===== src/rtl/vbs_pkg.sv =====
package vbs_pkg;

    localparam int ADDR_W     = 14;
    localparam int DATA_W     = 8;
    localparam int LO_W       = 8;
    localparam int HI_W       = ADDR_W - LO_W;
    localparam int PAL_DEPTH  = 32;
    localparam int PAL_IDX_W  = $clog2(PAL_DEPTH);
    localparam int DIV_FAST   = 4;
    localparam int DIV_SLOW   = 5;
    localparam int DIV_CNT_W  = $clog2(DIV_SLOW);
    localparam logic [HI_W-1:0] PAL_PAGE = 6'h3F;

    typedef enum logic [1:0] {
        ST_IDLE,
        ST_ADDR,
        ST_DATA,
        ST_PAL
    } seq_state_t;

    typedef struct packed {
        logic              wr;
        logic [ADDR_W-1:0] addr;
        logic [DATA_W-1:0] wdata;
    } mem_req_t;

    function automatic logic is_palette(input logic [ADDR_W-1:0] a);
        return a[ADDR_W-1:LO_W] == PAL_PAGE;
    endfunction

endpackage


===== src/rtl/vbs_clk_div.sv =====
module vbs_clk_div
    import vbs_pkg::*;
(
    input  logic clk,
    input  logic rst,
    input  logic div5_sel,
    output logic pix_ce
);

    localparam logic [DIV_CNT_W-1:0] LAST_FAST = DIV_CNT_W'(DIV_FAST - 1);
    localparam logic [DIV_CNT_W-1:0] LAST_SLOW = DIV_CNT_W'(DIV_SLOW - 1);

    logic [DIV_CNT_W-1:0] cnt;
    logic [DIV_CNT_W-1:0] last;

    assign last   = div5_sel ? LAST_SLOW : LAST_FAST;
    assign pix_ce = (cnt == '0);

    always_ff @(posedge clk) begin
        if (rst) begin
            cnt <= '0;
        end else if (cnt >= last) begin
            cnt <= '0;
        end else begin
            cnt <= cnt + 1'b1;
        end
    end

endmodule


===== src/rtl/vbs_palette.sv =====
module vbs_palette
    import vbs_pkg::*;
(
    input  logic                 clk,
    input  logic                 rst,
    input  logic                 we,
    input  logic [PAL_IDX_W-1:0] idx,
    input  logic [DATA_W-1:0]    wdata,
    output logic [DATA_W-1:0]    rdata
);

    logic [DATA_W-1:0] store [PAL_DEPTH];

    generate
        for (genvar g = 0; g < PAL_DEPTH; g++) begin : g_entry
            always_ff @(posedge clk) begin
                if (rst) begin
                    store[g] <= '0;
                end else if (we && idx == PAL_IDX_W'(g)) begin
                    store[g] <= wdata;
                end
            end
        end
    endgenerate

    assign rdata = store[idx];

endmodule


===== src/rtl/vbs_seq_fsm.sv =====
module vbs_seq_fsm
    import vbs_pkg::*;
(
    input  logic                 clk,
    input  logic                 rst,
    input  logic                 pix_ce,
    input  logic                 req_valid,
    input  mem_req_t             req_in,
    output logic                 req_ready,
    output logic                 rsp_valid,
    output logic [DATA_W-1:0]    rsp_rdata,
    output logic                 ale,
    output logic [HI_W-1:0]      addr_hi,
    output logic [LO_W-1:0]      ad_o,
    output logic                 ad_oe,
    input  logic [LO_W-1:0]      ad_i,
    output logic                 rd_n,
    output logic                 wr_n,
    output logic                 pal_we,
    output logic [PAL_IDX_W-1:0] pal_idx,
    output logic [DATA_W-1:0]    pal_wdata,
    input  logic [DATA_W-1:0]    pal_rdata
);

    seq_state_t      state;
    mem_req_t        cur;
    logic [HI_W-1:0] hi_q;

    always_ff @(posedge clk) begin
        if (rst) begin
            state     <= ST_IDLE;
            cur       <= '0;
            hi_q      <= '0;
            rsp_valid <= 1'b0;
            rsp_rdata <= '0;
        end else begin
            rsp_valid <= 1'b0;
            if (pix_ce) begin
                unique case (state)
                    ST_IDLE: begin
                        if (req_valid) begin
                            cur <= req_in;
                            if (is_palette(req_in.addr)) begin
                                state <= ST_PAL;
                            end else begin
                                hi_q  <= req_in.addr[ADDR_W-1:LO_W];
                                state <= ST_ADDR;
                            end
                        end
                    end
                    ST_ADDR: state <= ST_DATA;
                    ST_DATA: begin
                        if (!cur.wr) begin
                            rsp_valid <= 1'b1;
                            rsp_rdata <= ad_i;
                        end
                        state <= ST_IDLE;
                    end
                    ST_PAL: begin
                        if (!cur.wr) begin
                            rsp_valid <= 1'b1;
                            rsp_rdata <= pal_rdata;
                        end
                        state <= ST_IDLE;
                    end
                    default: state <= ST_IDLE;
                endcase
            end
        end
    end

    always_comb begin
        req_ready = (state == ST_IDLE);
        ale       = (state == ST_ADDR);
        rd_n      = !(state == ST_DATA && !cur.wr);
        wr_n      = !(state == ST_DATA && cur.wr);
        ad_oe     = (state == ST_ADDR) || (state == ST_DATA && cur.wr);
        ad_o      = (state == ST_ADDR) ? cur.addr[LO_W-1:0] : cur.wdata;
        addr_hi   = hi_q;
        pal_we    = pix_ce && (state == ST_PAL) && cur.wr;
        pal_idx   = cur.addr[PAL_IDX_W-1:0];
        pal_wdata = cur.wdata;
    end

endmodule


===== src/rtl/vram_bus_seq.sv =====
module vram_bus_seq
    import vbs_pkg::*;
(
    input  logic              clk,
    input  logic              rst,
    input  logic              div5_sel,
    output logic              pix_ce,
    input  logic              req_valid,
    output logic              req_ready,
    input  logic              req_write,
    input  logic [ADDR_W-1:0] req_addr,
    input  logic [DATA_W-1:0] req_wdata,
    output logic              rsp_valid,
    output logic [DATA_W-1:0] rsp_rdata,
    output logic              ale,
    output logic [HI_W-1:0]   addr_hi,
    output logic [LO_W-1:0]   ad_o,
    output logic              ad_oe,
    input  logic [LO_W-1:0]   ad_i,
    output logic              rd_n,
    output logic              wr_n
);

    mem_req_t             req_in;
    logic                 pal_we;
    logic [PAL_IDX_W-1:0] pal_idx;
    logic [DATA_W-1:0]    pal_wdata;
    logic [DATA_W-1:0]    pal_rdata;

    assign req_in = '{wr: req_write, addr: req_addr, wdata: req_wdata};

    vbs_clk_div u_div (
        .clk      (clk),
        .rst      (rst),
        .div5_sel (div5_sel),
        .pix_ce   (pix_ce)
    );

    vbs_seq_fsm u_fsm (
        .clk       (clk),
        .rst       (rst),
        .pix_ce    (pix_ce),
        .req_valid (req_valid),
        .req_in    (req_in),
        .req_ready (req_ready),
        .rsp_valid (rsp_valid),
        .rsp_rdata (rsp_rdata),
        .ale       (ale),
        .addr_hi   (addr_hi),
        .ad_o      (ad_o),
        .ad_oe     (ad_oe),
        .ad_i      (ad_i),
        .rd_n      (rd_n),
        .wr_n      (wr_n),
        .pal_we    (pal_we),
        .pal_idx   (pal_idx),
        .pal_wdata (pal_wdata),
        .pal_rdata (pal_rdata)
    );

    vbs_palette u_pal (
        .clk   (clk),
        .rst   (rst),
        .we    (pal_we),
        .idx   (pal_idx),
        .wdata (pal_wdata),
        .rdata (pal_rdata)
    );

endmodule


===== config.mk =====
export PLATFORM = sky130hd
export DESIGN_NAME = vram_bus_seq
export DESIGN_NICKNAME = d
export VERILOG_FILES = /design/src/rtl/vbs_pkg.sv /design/src/rtl/vbs_clk_div.sv /design/src/rtl/vbs_palette.sv /design/src/rtl/vbs_seq_fsm.sv /design/src/rtl/vram_bus_seq.sv
export SDC_FILE = /design/constraint.sdc
export NUM_CORES = 1
export LEC_CHECK = 0
export BUFFER_PORTS_ARGS = -buffer_cell sky130_fd_sc_hd__clkbuf_2
export CAP_MARGIN = 20
export CORE_ASPECT_RATIO = 1.25
export CORE_MARGIN = 2
export CORE_UTILIZATION = 41
export CTS_BUF_LIST = sky130_fd_sc_hd__clkbuf_16
export CTS_CLUSTER_SIZE = 10
export DETAILED_ROUTE_END_ITERATION = 8
export GPL_ROUTABILITY_DRIVEN = 0
export GPL_TIMING_DRIVEN = 0
export PLACE_DENSITY = 0.53
export SLEW_MARGIN = 20
export SYNTH_ARGS = -nofsm -noshare
export SYNTH_HDL_FRONTEND = slang
export SYNTH_SLANG_ARGS = --single-unit

===== constraint.sdc =====
create_clock -name clk -period 5.6 [get_ports clk]
set_input_delay 0.84 -clock clk [delete_from_list [all_inputs] [get_ports clk]]
set_output_delay 0.84 -clock clk [all_outputs]
set_load 0.01 [all_outputs]

* Word level (Yosys, flattened, before mapping) *
Memory sizes are Yosys's and may differ from the RTL's. A register that Yosys moved wholly into a read port is not among the register bits.
Index checks and enable logic that the tools add are counted.

storage, ports and cells
  RAM bits = 256
  register bits after elaboration = 37
  output and inout port bits = 29
  memories kept = 1
  input bits = 35
  logic and storage cells = 276

cells by class
  $add $sub $neg = 1
  magnitude comparators = 1
  multiplexer cells = 141
  equality and inequality tests = 38
  reduce and logical (&&, ||, !) cells = 51
  bitwise logic cells = 35

memory list
  name         depth  bits a word  rd ports  clocked after Yosys merged registers in  wr ports  line               RTL
  u_pal.store  32     8            1         1                                        32        vbs_palette.sv:12  logic [DATA_W-1:0] store [PAL_DEPTH];

operator list
  cell                 number
  $mux 8               35
  $mux 1               99
  $eq 5x5->1 const B   16
  $eq 5x4->1 const B   8
  $logic_and 1x1->1    36
  $or 1x1->1           32
  $eq 5x3->1 const B   4
  $pmux 8 s2           1
  $eq 5x2->1 const B   2
  $mux 5               2
  $reduce_and 4->1     2
  $eq 6x6->1 const B   1
  $ne 2x2->1 const B   3
  $pmux 2 s3           1
  $eq 5x1->1 const B   1
  $logic_not 5->1      1
  $eq 2x2->1 const B   2
  $mux 2               2
  $reduce_or 2->1      2
  $add 3x1->3 const B  1
  $ge 3x3->1           1
  $logic_not 1->1      3
  $logic_not 3->1      1
  $mux 3               1
  other kinds (8)      10

* Logic depth before layout (Yosys ltp) *
Gate-level depths: netlist of the first run.

  word-level depth = 8
  depth in mapped cells = 10
  mapped depth without buffers = 8

* Modules after synthesis *
A second synthesis of the first run with hierarchy kept.

unflattened totals
  cell total of the unflattened synthesis = 1117
  area total of the unflattened synthesis = 14119.8 um^2

modules (own cells, without submodules)
  module       area an instance (um^2)  times used  cells an instance  seq. area each (um^2)
  vbs_palette  12291.8                  1           906                7687.4
  vbs_seq_fsm  1634.1                   1           192                680.7
  vbs_clk_div  193.9                    1           19                 60.1

* Least setup slack after synthesis of the first run *
Ideal clock, no wire load.

  path type = input port to flip-flop
  start point = in rst
  end point = reg u_fsm.rsp_rdata[1]
  buffers on the path = 1
  setup slack = 3.472 ns
  cell stages on the path = 5
  data arrival time = 2.059 ns
  path through = clkbuf_1 nor4b_2 nand2_1 or4_1 o21ai_1

RTL lines
  item                  line               RTL
  from (decl)           vram_bus_seq.sv:5  input logic rst,
  to (signal assigned)  vbs_seq_fsm.sv:55  rsp_rdata <= ad_i;
  to (signal assigned)  vbs_seq_fsm.sv:62  rsp_rdata <= pal_rdata;
  to (decl)             vbs_seq_fsm.sv:11  output logic [DATA_W-1:0] rsp_rdata,

* Worst setup path in the final report of the first run *
  start point = reg u_fsm.state[1]
  end point = out ad_o[0]

between the ends
  word-level cells in the longest chain between the ends = 2

RTL lines
  item                    line                RTL
  from (decl)             vbs_seq_fsm.sv:25   seq_state_t state;
  from (signal assigned)  vbs_seq_fsm.sv:31   state <= ST_IDLE;
  from (signal assigned)  vbs_seq_fsm.sv:44   state <= ST_PAL;
  from (signal assigned)  vbs_seq_fsm.sv:47   state <= ST_ADDR;
  $eq 2x1->1              vbs_seq_fsm.sv:78   ad_o = (state == ST_ADDR) ? cur.addr[LO_W-1:0] : cur.wdata;
  $mux 8                  vbs_seq_fsm.sv:78
  to (decl)               vram_bus_seq.sv:17  output logic [LO_W-1:0] ad_o,

No other way between the ends.

==> results of run 1 <==
## flip-flops by register name (all words and copies together), names as in the netlist, named ones only
| name | count |
|---|---|
| u_fsm.pal_idx | 5 |
| u_fsm.rsp_valid | 1 |
| u_div.cnt | 3 |
| u_fsm.state | 2 |
| u_pal.store | 256 |
| u_fsm.addr_hi | 6 |
| u_fsm.cur | 4 |
| u_fsm.pal_wdata | 8 |
| u_fsm.rsp_rdata | 8 |
## routing by layer
| metal | track usage | vias to the layer above | wire length [µm] |
|---|---|---|---|
| li1 | - | 4059 | - |
| met1 | 0.311 | 4375 | 17700 |
| met2 | 0.394 | 262 | 19900 |
| met3 | 0.0415 | 60 | 2070 |
| met4 | 0.0826 | 0 | 1290 |
| met5 | 0 | - | 0 |
## cell families after synthesis
group / Yosys count
AOI/OAI and AO/OA: 151
adders and majority gates: 5
and+or+nand+nor: 407
buffers and inverters: 87
muxes: 123
DFF: 298
xor gates and xnor gates: 1
## cell usage after synthesis, types with 10 or more instances
master and instances:
mux2i_1 99, mux4_2 16, and2_1 257, a21oi_1 44, nor2_2 10, nor2_1 30
clkbuf_1 45, o21bai_1 32, edfxtp_1 256, nor2_4 10, dfxtp_1 42, nand2_1 49
nor2b_1 14, a22oi_1 56
## final timing paths
check	from	endpoint	slack, ns	cells after the start
max	u_fsm.state[1]	ad_o[0]	2.68	5
min	u_div.cnt[0]	u_div.cnt[0]	0.45	1
max reg2reg	u_div.cnt[0]	u_pal.store[7][2]	2.78	7
min reg2reg	u_div.cnt[0]	u_div.cnt[0]	0.45	1
## where the power goes
part / internal [µW] / switching [µW]
Sequential: 2500 / 62.8
Combinational: 246 / 495
Clock: 1170 / 865
Total: 3920 / 1420
## per-stage QoR
stage	setup WS (ns)	std cells
final	2.68	1617
after global routing	2.60	1615
after CTS	2.69	1615
after detailed placement	2.80	1558
after global placement	2.80	1557
after floorplan	3.47	1072
## worst register-to-register path, cell delays in order (launching register included)
cell	delay, ns
dfxtp_1	0.32
inv_1	0.08
ha_1	0.19
nand2b_4	0.09
inv_2	0.14
nand3b_2	0.28
clkbuf_1	0.37
o21bai_1	0.97
## final cells by class
type	count	share of cell area
sequential	298	0.539
multi-input combinational	687	0.313
clock buffer	37	0.0586
tap	423	0.0335
buffer	79	0.0286
timing repair buffer	63	0.0203
clock inverter	20	0.00475
inverter	8	0.00190
antenna	2	0.000317
==> metrics.txt, run 1 <==
sequential area share after synthesis 0.611; Worst Path Required 4.76 ns; initial DRC count 624; CTS tree yes; number of synthesized flops with an enable pin 256; Max H-tree Level 2; fin nets 1212; Tmin final 2.92 ns; CP top delay family buffers and inverters; Synth Area in Adders 0.00449; asr flop ratio synth 0; hpwl dp 29.3 mm; Detailed Routing Iterations Pass 1 6; fin crit share 0.522; DRC violations left 0; Core ar. 33500 µm²; Post-Synth Simple-Gate Area 0.174; Primary FF master, synth edfxtp_1; DIE AREA 35500 µm²; Syn Inst Count 1072; Fmax 0.342 GHz; commonest non-fill, non-tap cells in the layout and2_1, edfxtp_1, mux2i_1, clkbuf_2, a22oi_1; I/O pins 64; XOR/XNOR share of the synthesized area 0.000628; Final Setup Violations 0; Register Area 8530 µm²; vias in the first global route 8791; post-CTS sizing 0; slowest stage cell, crit path clkbuf_1; most common cell after layout, fill and taps aside and2_1; mux share of post-synthesis cell area 0.103; post-synth net total 1112; multi-input combinational cell area 4940 µm²; Slew Viols, Final 0; Least-Margin Pin Slew 1.13 ns; clock sinks 298; hold_ws 0.454 ns; clock slew at reported path FFs 0.06 ns; leak pwr 0.00569 µW; initial antenna violation count 0; worst-skew pair later-pin latency 0.53 ns; CTS root buf clkbuf_16; CP Cell Sequence buf_2 -> nand2b_1 -> clkbuf_1 -> mux2_2 -> clkbuf_2; final instance area 15800 µm²; Syn Area/Cell 13.0 µm²; Power Total 5340 µW; die height 210 µm; via count 8756; TNS Setup 0 ns; post-synth top area cell edfxtp_1; count of different cell masters after synthesis 45; register bit count reported by yosys 298; Inserted Clock Buffers 35; Synth area leaders edfxtp_1, and2_1, mux2i_1; Fillers 2994; Placed Instance Area 14800 µm²; clk buf depth 3; area grow syn2layout 13.4%; overall routing resource usage 0.236; number of vias per cell 5.41; final WL 40.9 mm; die span in x 169 µm; WS Path Type flop to primary output; RSZ-0062 raised after global routing no; final global-route overflow total 0; final core occ 0.472; critical path peak fanout 10; largest net degree at the start of global routing 12; Buf/Inv on CP 3; # Post-CTS Setup Buffers 0; Pwr Density 338 nW/µm²; CP startpoint kind flop; routed length per instance 25.3 µm; critical path capture point type primary output; clk_skew 0.0155 ns; IR drop worst, VDD 0.223 mV; first-pass GRT wire length 59.7 mm; arrival time worst endpoint 2.08 ns; Synth Area in Compound Gates 0.0719; relative slew slack 0.243; status finished, final reports clean; Initial Util 0.416; combinational family with the most area after synthesis simple AND/OR/NAND/NOR gates; slowest stage delay, CP 0.42 ns; Synth top area share 0.551; Post-DRT Antenna Nets 0; maxcap violations 0; Port Buf Inserts 62; Final Hold Fails 0; row cnt 75; worst min path class flop to flop; Mapped Area 13900 µm²; share of cells above drive strength 1 0.154; synth warn 0; Hold-fix buffers, CTS 0
No activity file was read; power rests on OpenSTA's default activity.
==> run 2: changes to the inputs <==
- PLACE_DENSITY: 0.53 -> 0.55
- clock period: 5.6 -> 2.48 ns (I/O delays scaled with it)
==> run 2 against run 1 <==
  * The flow now finishes with violations (setup timing)
  * Clock-buffer cell count grew 1
  * Sequential cell count stayed put
  * Power increased by 130%
  * Core utilization increased by 1.0 points
  * Final cell count about the same
  * Via count rose by 0.31%
  * Non-clock buffer count decreased by 3
  * Wire length decreased by 0.51%
  * Critical endpoint is now u_pal.store[1][6]
  * Largest cell class unchanged
==> metrics.txt, run 2 (synthesized netlist as in run 1, its figures left out) <==
initial DRC count 672; row cnt 75; hpwl dp 29.0 mm; critical path capture point type flop; WS Path Type flop to flop; most common cell after layout, fill and taps aside and2_1; worst min path class input port to flop; hold path start req_wdata[5]; die height 210 µm; GRT met3 Usage 0.0325; Final Setup Violations 16; R2R Path Start u_fsm.pal_idx[0]; die span in x 169 µm; Buf/Inv on CP 1; placed cell count 1557; critical path peak fanout 9; Placed Instance Area 14800 µm²; Pwr Density 758 nW/µm²; largest net degree at the start of global routing 12; clk_skew 0.0301 ns; clock sinks 298; Slew Viols, Final 0; first-pass GRT wire length 59.8 mm; vias in the first global route 8971; slowest stage cell, crit path o21bai_1; CP startpoint kind flop; worst reg2reg path depth 4; max FFs per register 256; CTS root buf clkbuf_16; initial antenna violation count 2; I/O pins 64; arrival time worst endpoint 2.66 ns; maxcap violations 0; leak pwr 0.00581 µW; failing checks setup timing; via count 8783; final global-route overflow total 0; CP Cell Sequence clkbuf_1 -> nor2b_1 -> nand2_1 -> o21bai_1; Place WS -0.333 ns; Post-DRT Antenna Nets 0; final core occ 0.482; Hold-fix buffers, CTS 0; Worst Path Required 2.63 ns; final cell count without fillers 1618; largest reg by FF count u_pal.store; Tmin final 2.51 ns; fin nets 1210; clk buf depth 3; Final Hold Fails 0; commonest non-fill, non-tap cells in the layout and2_1, edfxtp_1, mux2i_1, clkbuf_2, a22oi_1; Least-Margin Pin Slew 0.901 ns; number of vias per cell 5.43; fin worst setup slack -0.0315 ns; final WL 40.7 mm; Reg-to-Reg End u_pal.store[1][6]; Initial Util 0.416; Max H-tree Level 2; CTS tree yes; share of cells above drive strength 1 0.189; CP top delay family compound AO/OA/AOI/OAI gates; relative slew slack 0.398; DIE AREA 35500 µm²; Port Buf Inserts 62; clock slew at reported path FFs 0.06 ns; Fmax 0.398 GHz; overall routing resource usage 0.234; slowest stage delay, CP 0.76 ns; Inserted Clock Buffers 36; met1 Track Usage GR 0.305; Detailed Routing Iterations Pass 1 7; global-route layer with the greatest usage met2; Core ar. 33500 µm²; area grow syn2layout 15.9%; final instance area 16200 µm²; met2 usage 0.395; Hold Path Sink u_fsm.pal_wdata[5]; r2r setup slk -0.03 ns; worst-skew pair later-pin latency 0.53 ns; RSZ-0062 raised after global routing yes; DRC violations left 0; status finished, violations left; TNS Setup -0.411 ns; Hold Path Stages 3; fin crit share 1.01; IR drop worst, VDD 0.506 mV; routed length per instance 25.2 µm
-- run 2: report_power, final --
group / total [µW] / internal (µW) / switching, µW
clock network: 4770 / 2740 / 2020
logic: 1680 / 579 / 1100
registers: 5790 / 5640 / 146
total: 12200 / 8970 / 3270
-- run 2: cell type report --
type / count / area, µm²
sequential: 298 / 8530
inverter: 8 / 30.0
clock inverter: 24 / 106
antenna: 1 / 2.50
fill: 2978 / 17300
tap: 423 / 529
timing repair buffer: 62 / 310
buffer: 77 / 448
clock buffer: 38 / 951
multi-input combinational: 687 / 5250
-- run 2: worst max path at each step --
stage                           startpoint            endpoint  cells past startpoint
final                     u_fsm.pal_idx[0]   u_pal.store[1][6]                      4
after floorplan               u_div.cnt[0]  u_pal.store[31][0]                      7
after CTS                     u_div.cnt[0]   u_pal.store[2][2]                      7
after global placement        u_div.cnt[0]   u_pal.store[7][6]                      7
after detailed placement      u_div.cnt[0]  u_pal.store[19][7]                      7
after global routing      u_fsm.pal_idx[0]  u_pal.store[17][7]                      4
-- run 2: through the flow --
stage | total power, µW | hold WS (ns)
finish | 12200 | 0.0656
CTS | 12300 | 0.0555
detailed placement | 7550 | 0.439
floorplan | 6850 | 0.417
global route | 12600 | 0.0753
global placement | 7530 | 0.430
-- run 2: routing by layer --
layer,vias up,wire length [µm]
li1,4059,-
met1,4364,17200
met2,297,20100
met3,63,2070
met4,0,1400
met5,-,0
-- run 2: worst reg2reg max path, cell delays in order, from the launching register on --
cell and delay, ns:
dfxtp_1 0.30, clkbuf_1 0.40, nor2b_1 0.43, nand2_1 0.23
o21bai_1 0.76
-- run 2: repair_timing --
action                                  CTS  global route
setup buffers                             0             0
endpoints found under the setup margin  212           353
resized for setup                        17            54
